File: src/rtl/alu_exec_pkg.sv
package alu_exec_pkg;

  typedef enum logic [3:0] {
    OP_AND = 4'd0,  OP_EOR = 4'd1,  OP_LSL = 4'd2,  OP_LSR = 4'd3,
    OP_ASR = 4'd4,  OP_ADC = 4'd5,  OP_SBC = 4'd6,  OP_ROR = 4'd7,
    OP_TST = 4'd8,  OP_NEG = 4'd9,  OP_CMP = 4'd10, OP_CMN = 4'd11,
    OP_ORR = 4'd12, OP_MUL = 4'd13, OP_BIC = 4'd14, OP_MVN = 4'd15
  } aluOp_e;

  typedef enum logic [1:0] {RES_LOGIC, RES_SHIFT, RES_ADD, RES_MUL} resSel_e;
  typedef enum logic [1:0] {LG_AND, LG_EOR, LG_ORR, LG_PASS} logicSel_e;
  typedef enum logic [1:0] {SH_LSL, SH_LSR, SH_ASR, SH_ROR} shiftSel_e;
  typedef enum logic [1:0] {CIN_ZERO, CIN_ONE, CIN_FLAG} cinSel_e;

  // Strobes from control to datapath
  typedef struct packed {
    resSel_e   resSel;
    logicSel_e logicSel;
    shiftSel_e shiftSel;
    cinSel_e   cinSel;
    logic      invSrc;    // invert source before logic unit / adder
    logic      zeroDst;   // replace destination operand by zero in adder
    logic      writeBack;
  } aluCtrl_t;

endpackage

File: src/rtl/alu_exec_ctrl.sv
module alu_exec_ctrl
  import alu_exec_pkg::*;
(
  input  logic [3:0] opCode,
  output aluCtrl_t   ctrl
);

  always_comb begin
    ctrl           = '0;
    ctrl.resSel    = RES_LOGIC;
    ctrl.logicSel  = LG_AND;
    ctrl.shiftSel  = SH_LSL;
    ctrl.cinSel    = CIN_ZERO;
    ctrl.writeBack = 1'b1;
    unique case (aluOp_e'(opCode))
      OP_AND: ctrl.logicSel = LG_AND;
      OP_EOR: ctrl.logicSel = LG_EOR;
      OP_ORR: ctrl.logicSel = LG_ORR;
      OP_TST: begin ctrl.logicSel = LG_AND; ctrl.writeBack = 1'b0; end
      OP_BIC: begin ctrl.logicSel = LG_AND; ctrl.invSrc = 1'b1; end
      OP_MVN: begin ctrl.logicSel = LG_PASS; ctrl.invSrc = 1'b1; end
      OP_LSL: begin ctrl.resSel = RES_SHIFT; ctrl.shiftSel = SH_LSL; end
      OP_LSR: begin ctrl.resSel = RES_SHIFT; ctrl.shiftSel = SH_LSR; end
      OP_ASR: begin ctrl.resSel = RES_SHIFT; ctrl.shiftSel = SH_ASR; end
      OP_ROR: begin ctrl.resSel = RES_SHIFT; ctrl.shiftSel = SH_ROR; end
      OP_ADC: begin ctrl.resSel = RES_ADD; ctrl.cinSel = CIN_FLAG; end
      OP_SBC: begin
        ctrl.resSel = RES_ADD; ctrl.cinSel = CIN_FLAG; ctrl.invSrc = 1'b1;
      end
      OP_NEG: begin
        ctrl.resSel = RES_ADD; ctrl.cinSel = CIN_ONE; ctrl.invSrc = 1'b1;
        ctrl.zeroDst = 1'b1;
      end
      OP_CMP: begin
        ctrl.resSel = RES_ADD; ctrl.cinSel = CIN_ONE; ctrl.invSrc = 1'b1;
        ctrl.writeBack = 1'b0;
      end
      OP_CMN: begin
        ctrl.resSel = RES_ADD; ctrl.cinSel = CIN_ZERO; ctrl.writeBack = 1'b0;
      end
      OP_MUL: ctrl.resSel = RES_MUL;
      default: ;
    endcase
  end

endmodule

File: src/rtl/alu_exec_dp.sv
module alu_exec_dp
  import alu_exec_pkg::*;
#(
  parameter int DATA_W  = 32,
  parameter int SHAMT_W = 8
) (
  input  aluCtrl_t          ctrl,
  input  logic [DATA_W-1:0] dstVal,
  input  logic [DATA_W-1:0] srcVal,
  input  logic              carryIn,
  input  logic              ovfIn,
  output logic [DATA_W-1:0] result,
  output logic              nOut,
  output logic              zOut,
  output logic              cOut,
  output logic              vOut
);

  localparam int ROT_W = $clog2(DATA_W);

  // Shared operand preparation
  logic [DATA_W-1:0] srcMod;
  assign srcMod = ctrl.invSrc ? ~srcVal : srcVal;

  // Logic unit
  logic [DATA_W-1:0] logicRes;
  always_comb begin
    unique case (ctrl.logicSel)
      LG_AND:  logicRes = dstVal & srcMod;
      LG_EOR:  logicRes = dstVal ^ srcMod;
      LG_ORR:  logicRes = dstVal | srcMod;
      default: logicRes = srcMod;
    endcase
  end

  // Adder: carry-out is the not-borrow when the source is inverted
  logic [DATA_W-1:0] addX;
  logic              cinBit;
  logic [DATA_W:0]   sumExt;
  logic              addOvf;
  assign addX = ctrl.zeroDst ? '0 : dstVal;
  always_comb begin
    unique case (ctrl.cinSel)
      CIN_ONE:  cinBit = 1'b1;
      CIN_FLAG: cinBit = carryIn;
      default:  cinBit = 1'b0;
    endcase
  end
  assign sumExt = {1'b0, addX} + {1'b0, srcMod} + {{DATA_W{1'b0}}, cinBit};
  assign addOvf = (addX[DATA_W-1] == srcMod[DATA_W-1]) &&
                  (sumExt[DATA_W-1] != addX[DATA_W-1]);

  // Shifter, amount from the low byte of the source register
  logic [SHAMT_W-1:0] amt;
  logic [ROT_W-1:0]   rot;
  logic [DATA_W:0]    lslExt;
  logic [DATA_W:0]    lsrExt;
  logic [DATA_W:0]    asrExt;
  logic [DATA_W-1:0]  rorRes;
  logic [DATA_W-1:0]  shiftRes;
  logic               shiftC;
  assign amt    = srcVal[SHAMT_W-1:0];
  assign rot    = amt[ROT_W-1:0];
  assign lslExt = {1'b0, dstVal} << amt;
  assign lsrExt = {dstVal, 1'b0} >> amt;
  assign asrExt = $unsigned($signed({dstVal, 1'b0}) >>> amt);
  assign rorRes = (dstVal >> rot) | (dstVal << (DATA_W - int'(rot)));

  always_comb begin
    if (amt == '0) begin
      shiftRes = dstVal;
      shiftC   = carryIn;
    end else begin
      unique case (ctrl.shiftSel)
        SH_LSL:  begin shiftRes = lslExt[DATA_W-1:0]; shiftC = lslExt[DATA_W]; end
        SH_LSR:  begin shiftRes = lsrExt[DATA_W:1];   shiftC = lsrExt[0]; end
        SH_ASR:  begin shiftRes = asrExt[DATA_W:1];   shiftC = asrExt[0]; end
        default: begin shiftRes = rorRes;             shiftC = rorRes[DATA_W-1]; end
      endcase
    end
  end

  // Multiplier, low half only
  logic [DATA_W-1:0] mulRes;
  assign mulRes = dstVal * srcVal;

  // Result and flag select
  always_comb begin
    cOut = carryIn;
    vOut = ovfIn;
    unique case (ctrl.resSel)
      RES_SHIFT: begin result = shiftRes; cOut = shiftC; end
      RES_ADD:   begin result = sumExt[DATA_W-1:0]; cOut = sumExt[DATA_W]; vOut = addOvf; end
      RES_MUL:   result = mulRes;
      default:   result = logicRes;
    endcase
  end
  assign nOut = result[DATA_W-1];
  assign zOut = (result == '0);

endmodule

File: src/rtl/alu_exec.sv
module alu_exec
  import alu_exec_pkg::*;
#(
  parameter int DATA_W = 32,
  parameter int IDX_W  = 3
) (
  input  logic              clk,
  input  logic              rstN,
  input  logic              issueValid,
  input  logic [3:0]        opCode,
  input  logic [IDX_W-1:0]  dstIdx,
  input  logic [DATA_W-1:0] dstVal,
  input  logic [DATA_W-1:0] srcVal,
  input  logic              carryIn,
  input  logic              ovfIn,
  output logic              resValid,
  output logic              wrEn,
  output logic [IDX_W-1:0]  wrIdx,
  output logic [DATA_W-1:0] resData,
  output logic              flagN,
  output logic              flagZ,
  output logic              flagC,
  output logic              flagV
);

  aluCtrl_t          ctrl;
  logic [DATA_W-1:0] result;
  logic              nNext, zNext, cNext, vNext;

  alu_exec_ctrl u_ctrl (
    .opCode (opCode),
    .ctrl   (ctrl)
  );

  alu_exec_dp #(.DATA_W(DATA_W)) u_dp (
    .ctrl    (ctrl),
    .dstVal  (dstVal),
    .srcVal  (srcVal),
    .carryIn (carryIn),
    .ovfIn   (ovfIn),
    .result  (result),
    .nOut    (nNext),
    .zOut    (zNext),
    .cOut    (cNext),
    .vOut    (vNext)
  );

  always_ff @(posedge clk or negedge rstN) begin
    if (!rstN) begin
      resValid <= 1'b0;
      wrEn     <= 1'b0;
      wrIdx    <= '0;
      resData  <= '0;
      flagN    <= 1'b0;
      flagZ    <= 1'b0;
      flagC    <= 1'b0;
      flagV    <= 1'b0;
    end else begin
      resValid <= issueValid;
      wrEn     <= issueValid && ctrl.writeBack;
      if (issueValid) begin
        wrIdx   <= dstIdx;
        resData <= result;
        flagN   <= nNext;
        flagZ   <= zNext;
        flagC   <= cNext;
        flagV   <= vNext;
      end
    end
  end

endmodule

File: config.mk
export PLATFORM = sky130hd
export DESIGN_NAME = alu_exec
export DESIGN_NICKNAME = d
export VERILOG_FILES = /design/src/rtl/alu_exec_pkg.sv /design/src/rtl/alu_exec_ctrl.sv /design/src/rtl/alu_exec_dp.sv /design/src/rtl/alu_exec.sv
export SDC_FILE = /design/constraint.sdc
export NUM_CORES = 2
export LEC_CHECK = 0
export ABC_AREA = 1
export BUFFER_PORTS_ARGS = -buffer_cell sky130_fd_sc_hd__buf_4
export CAP_MARGIN = 10
export CORE_MARGIN = 5
export CORE_UTILIZATION = 61
export CTS_CLUSTER_SIZE = 14
export DETAILED_ROUTE_END_ITERATION = 6
export PLACE_DENSITY = 0.85
export SLEW_MARGIN = 20
export SYNTH_ARGS = -nofsm -noshare
export SYNTH_HDL_FRONTEND = slang
export SYNTH_SLANG_ARGS = --single-unit
File: constraint.sdc
create_clock -name clk -period 1.2 [get_ports clk]
set_input_delay 0.06 -clock clk [delete_from_list [all_inputs] [get_ports clk]]
set_output_delay 0.06 -clock clk [all_outputs]
set_load 0.02 [all_outputs]
==> flow_metrics.tcl, run 1 <==
set metrics [dict create \
    synth-main-ff-cell "dfrtp_1" \
    gp_congestion 1.17 \
    synth_area_mm2 0.0309 \
    die_x_um 235 \
    ys_types 54 \
    seq_area_frac_synth 0.0324 \
    yosys_warnings 0 \
    worstEpCategory "sequential cell input" \
    floorplan.initialDensity 0.616 \
    grt_max_degree 72 \
    ys_top_cells_by_count "1516 x nand2_1, 945 x inv_1, 479 x nand3_1, 410 x fa_1, 283 x nor2_1" \
    place_area_mm2 0.0394 \
    synth_edf_count 0 \
    clock_sinks 40 \
    haltStage "global routing (5_1_grt)" \
    ys_async_sr_fraction 1.00 \
    ys_seq_elements 40 \
    synth_nets 5684 \
    gr-total-overflow 759 \
    htreeDepth 2 \
    cts_buffers 5 \
    pin_count 117 \
    synth.top_cell.area_share 0.266 \
    synth_area_per_cell_um2 6.20 \
    io_buffers 116 \
    synth_top_cell_by_area "fa_1" \
    clock-root-buffer "clkbuf_16" \
    max-clock-path-buffers 2 \
    grt_usage 0.874 \
    dp_hpwl_um 124000 \
    firstError "[ERROR GRT-0232] Routing congestion too high. Check the congestion heatmap in the GUI." \
    status "did not finish" \
    num_rows 82 \
    syn_inst 4973 \
    worstEndpointGrtRepair "flagZ$_DFFE_PN0P_/D" \
    synth.area.top_cells "fa_1 27%, nand2_1 18%, inv_1 11%" \
    yosysMostFrequentCell "nand2_1" \
    die_y_um 235 \
]
-- stage by stage --
stage	TNS, ns	setup slack, ns	hold slack, ns	instances
global placement	-156.95	-5.72	0.0691	6405
CTS	-140.79	-5.30	0.0300	6480
floorplan	-141.32	-5.52	-0.236	4973
detailed placement	-162.34	-5.89	0.0641	6405
-- per-layer routing --
metal | overflow | track usage
met5 | 18 | 0.610
met4 | 226 | 0.898
met2 | 420 | 0.982
met3 | 50 | 0.783
met1 | 45 | 0.852
-- repair_timing --
item	4_1_cts
hold buffers	3
endpoints found under the hold margin	42
cloned	7
endpoints found under the setup margin	35
gates resized for setup	454
buffers inserted	63
pin swaps	173
-- cell families after synthesis --
family,after synthesis,synth area share
AND/OR/NAND/NOR,2385,0.320
XOR/XNOR,56,0.0164
adder cells (fa/ha/maj),635,0.357
flip-flops,40,0.0324
buffers and inverters,1241,0.159
AO/OA/AOI/OAI,616,0.115
==> inputs of run 2 (changes only) <==
--- a/config.mk
+++ b/config.mk
@@ -9,10 +9,9 @@
 export BUFFER_PORTS_ARGS = -buffer_cell sky130_fd_sc_hd__buf_4
 export CAP_MARGIN = 10
 export CORE_MARGIN = 5
-export CORE_UTILIZATION = 61
-export CTS_CLUSTER_SIZE = 14
+export CORE_UTILIZATION = 40
 export DETAILED_ROUTE_END_ITERATION = 6
-export PLACE_DENSITY = 0.85
+export PLACE_DENSITY_LB_ADDON = 0.15
 export SLEW_MARGIN = 20
 export SYNTH_ARGS = -nofsm -noshare
 export SYNTH_HDL_FRONTEND = slang
==> flow_metrics.tcl, run 2 <==
set metrics [dict create \
    status "finished, violations left" \
    violations "setup timing" \
    synth_top_cell_by_area "fa_1" \
    synth-main-ff-cell "dfrtp_1" \
    yosys_warnings 0 \
    setup_viol 35 \
    ys_types 54 \
    slowest_delay_ns 0.58 \
    ant_nets 0 \
    critPathSlowestCell "fa_2" \
    worstSetupStartpointType "input pin" \
    max-clock-path-buffers 2 \
    num_rows 101 \
    clock_sinks 40 \
    slew_headroom 0.595 \
    final-hold-violation-count 0 \
    die-area_mm2 0.0828 \
    synth_edf_count 0 \
    cts_tree "yes" \
    gr-total-overflow 0 \
    io_buffers 116 \
    synth.top_cell.area_share 0.266 \
    fin_crit_sh 5.45 \
    endpoint_kind "flop" \
    synth_area_mm2 0.0309 \
    ys_seq_elements 40 \
    die_x_um 288 \
    slew_violations 0 \
    final.min_clock_period_ns 6.54 \
    fin_skew_ns 0 \
    rsz0062_at_grt "yes" \
    vias_per_cell 5.34 \
    seq_area_frac_synth 0.0324 \
    critPathKind "input pin to flop" \
    grt_pass1_wl_um 229000 \
    syn_inst 4973 \
    area_growth_pct 42.7 \
    grt_max_degree 61 \
    drcViolationCount 0 \
    cap_violations 0 \
    first_pass_iters 7 \
    ys_top_cells_by_count "1516 x nand2_1, 945 x inv_1, 479 x nand3_1, 410 x fa_1, 283 x nor2_1" \
    clkLatencyLatePin_ns 0.30 \
    dp_hpwl_um 129000 \
    drt_wl_total_um 154000 \
    arrival_ns 6.77 \
    regMostFlops "resData" \
    synth.area.top_cells "fa_1 27%, nand2_1 18%, inv_1 11%" \
    power_mw 159 \
    fmax_mhz 153 \
    num_vias 36900 \
    powerDensity_mw_per_mm2 3600 \
    grt_pass1_vias 36500 \
    required_ns 1.43 \
    synth_area_per_cell_um2 6.20 \
    final_common_cell "nand2_1" \
    largest_reg_flops 32 \
    coreArea_mm2 0.0762 \
    floorplan.initialDensity 0.405 \
    layout_common_cells "1433 x nand2_1, 1000 x buf_4, 878 x inv_1" \
    nets 6584 \
    die_y_um 288 \
    grt_usage 0.365 \
    tightest_slew_ns 0.607 \
    critPathMostFrequentCell "fa_1" \
    gp_congestion 1.07 \
    place_inst 6825 \
    fin_area_mm2 0.0440 \
    clock-root-buffer "clkbuf_16" \
    yosysMostFrequentCell "nand2_1" \
    wire_per_inst_um 22.3 \
    pin_count 117 \
    power_leakage_nw 24.3 \
    dr.first_iter.drc_count 3653 \
    layout-drive-gt1-share 0.288 \
    fin_cells 6908 \
    htreeDepth 2 \
    reg.largest.list "resData x32, wrIdx x3" \
    clk_pin_slew_worst_paths_ns 0.07 \
    antenna_found_initial 6 \
    ys_async_sr_fraction 1.00 \
    hold_path_class "input pin to flop" \
    worst_slack_ns -5.34 \
    place_area_mm2 0.0405 \
    synth_nets 5684 \
    ir_drop_mv 7.09 \
    cts_buffers 5 \
    cp_max_fo 7 \
]
## run 2: cell counts after synthesis
Identical to the previous run, type by type.
## run 2: stage by stage
stage,hold WS [ns],setup TNS [ns],utilization,setup slack (ns)
final,0.0868,-140.94,0.578,-5.34
after detailed placement,0.0892,-161.65,0.531,-5.79
after global placement,0.0855,-160.98,0.531,-5.83
after global routing,0.105,-146.77,0.578,-5.61
after CTS,0.0724,-140.37,0.564,-5.25
after floorplan,-0.236,-141.32,-,-5.52
## run 2: final cells by class
class                      count  area (um2)
multi-input combinational   3692       27600
clock inverter                 3        46.3
antenna                        4        10.0
sequential                    40        1000
clock buffer                   5         125
timing repair buffer        1176       10300
fill                        7490       32200
inverter                     958        3630
tap                         1030        1290
## run 2: final timing paths
check                                     endpoint  cells after the start                  from  slack, ns
max                              flagZ$_DFFE_PN0P_                     32             srcVal[4]      -5.34
min                              flagV$_DFFE_PN0P_                      3                 ovfIn       0.09
max reg2reg                      flagZ$_DFFE_PN0P_                      2     flagZ$_DFFE_PN0P_       0.32
min reg2reg                   wrIdx[2]$_DFFE_PN0P_                      2  wrIdx[2]$_DFFE_PN0P_       0.47
max in group asynchronous     wrIdx[0]$_DFFE_PN0P_                      2                  rstN       0.48
min in group asynchronous  resData[11]$_DFFE_PN0P_                      2                  rstN       0.33
## run 2: worst max-delay path: cells and delay by family
family / cells / cell delay (ns)
buffers and inverters: 7 / 0.57
AOI/OAI and AO/OA: 1 / 0.16
adders and majority gates: 9 / 4.37
and+or+nand+nor: 15 / 1.60
## run 2: cells by family after synthesis
| family | share of synthesized area |
|---|---|
| and+or+nand+nor | 0.320 |
| buffers and inverters | 0.159 |
| xor gates and xnor gates | 0.0164 |
| DFF | 0.0324 |
| adders and majority gates | 0.357 |
| AOI/OAI and AO/OA | 0.115 |
## run 2: what timing repair did
action / 4_1_cts / 5_1_grt
pin swaps: 159 / 151
endpoints found under the setup margin: 35 / 35
cloned: 6 / 0
endpoints found under the hold margin: 43 / 0
resized for setup: 431 / 254
hold buffers: 4 / 0
setup buffers: 53 / 27
## run 2: report_power, final
group / switching, mW / internal [mW]
clock: 0.655 / 0.991
combinational: 82.1 / 72.7
sequential: 0.330 / 1.76
## run 2: layer usage
layer,track usage,share of wire,vias to the layer above
met5,0,0.00019,-
met4,0.174,0.065,4
met3,0.0565,0.085,391
met2,0.586,0.44,1600
met1,0.483,0.41,17700
li1,-,-,17200
Power figures use the tool's default switching activity.
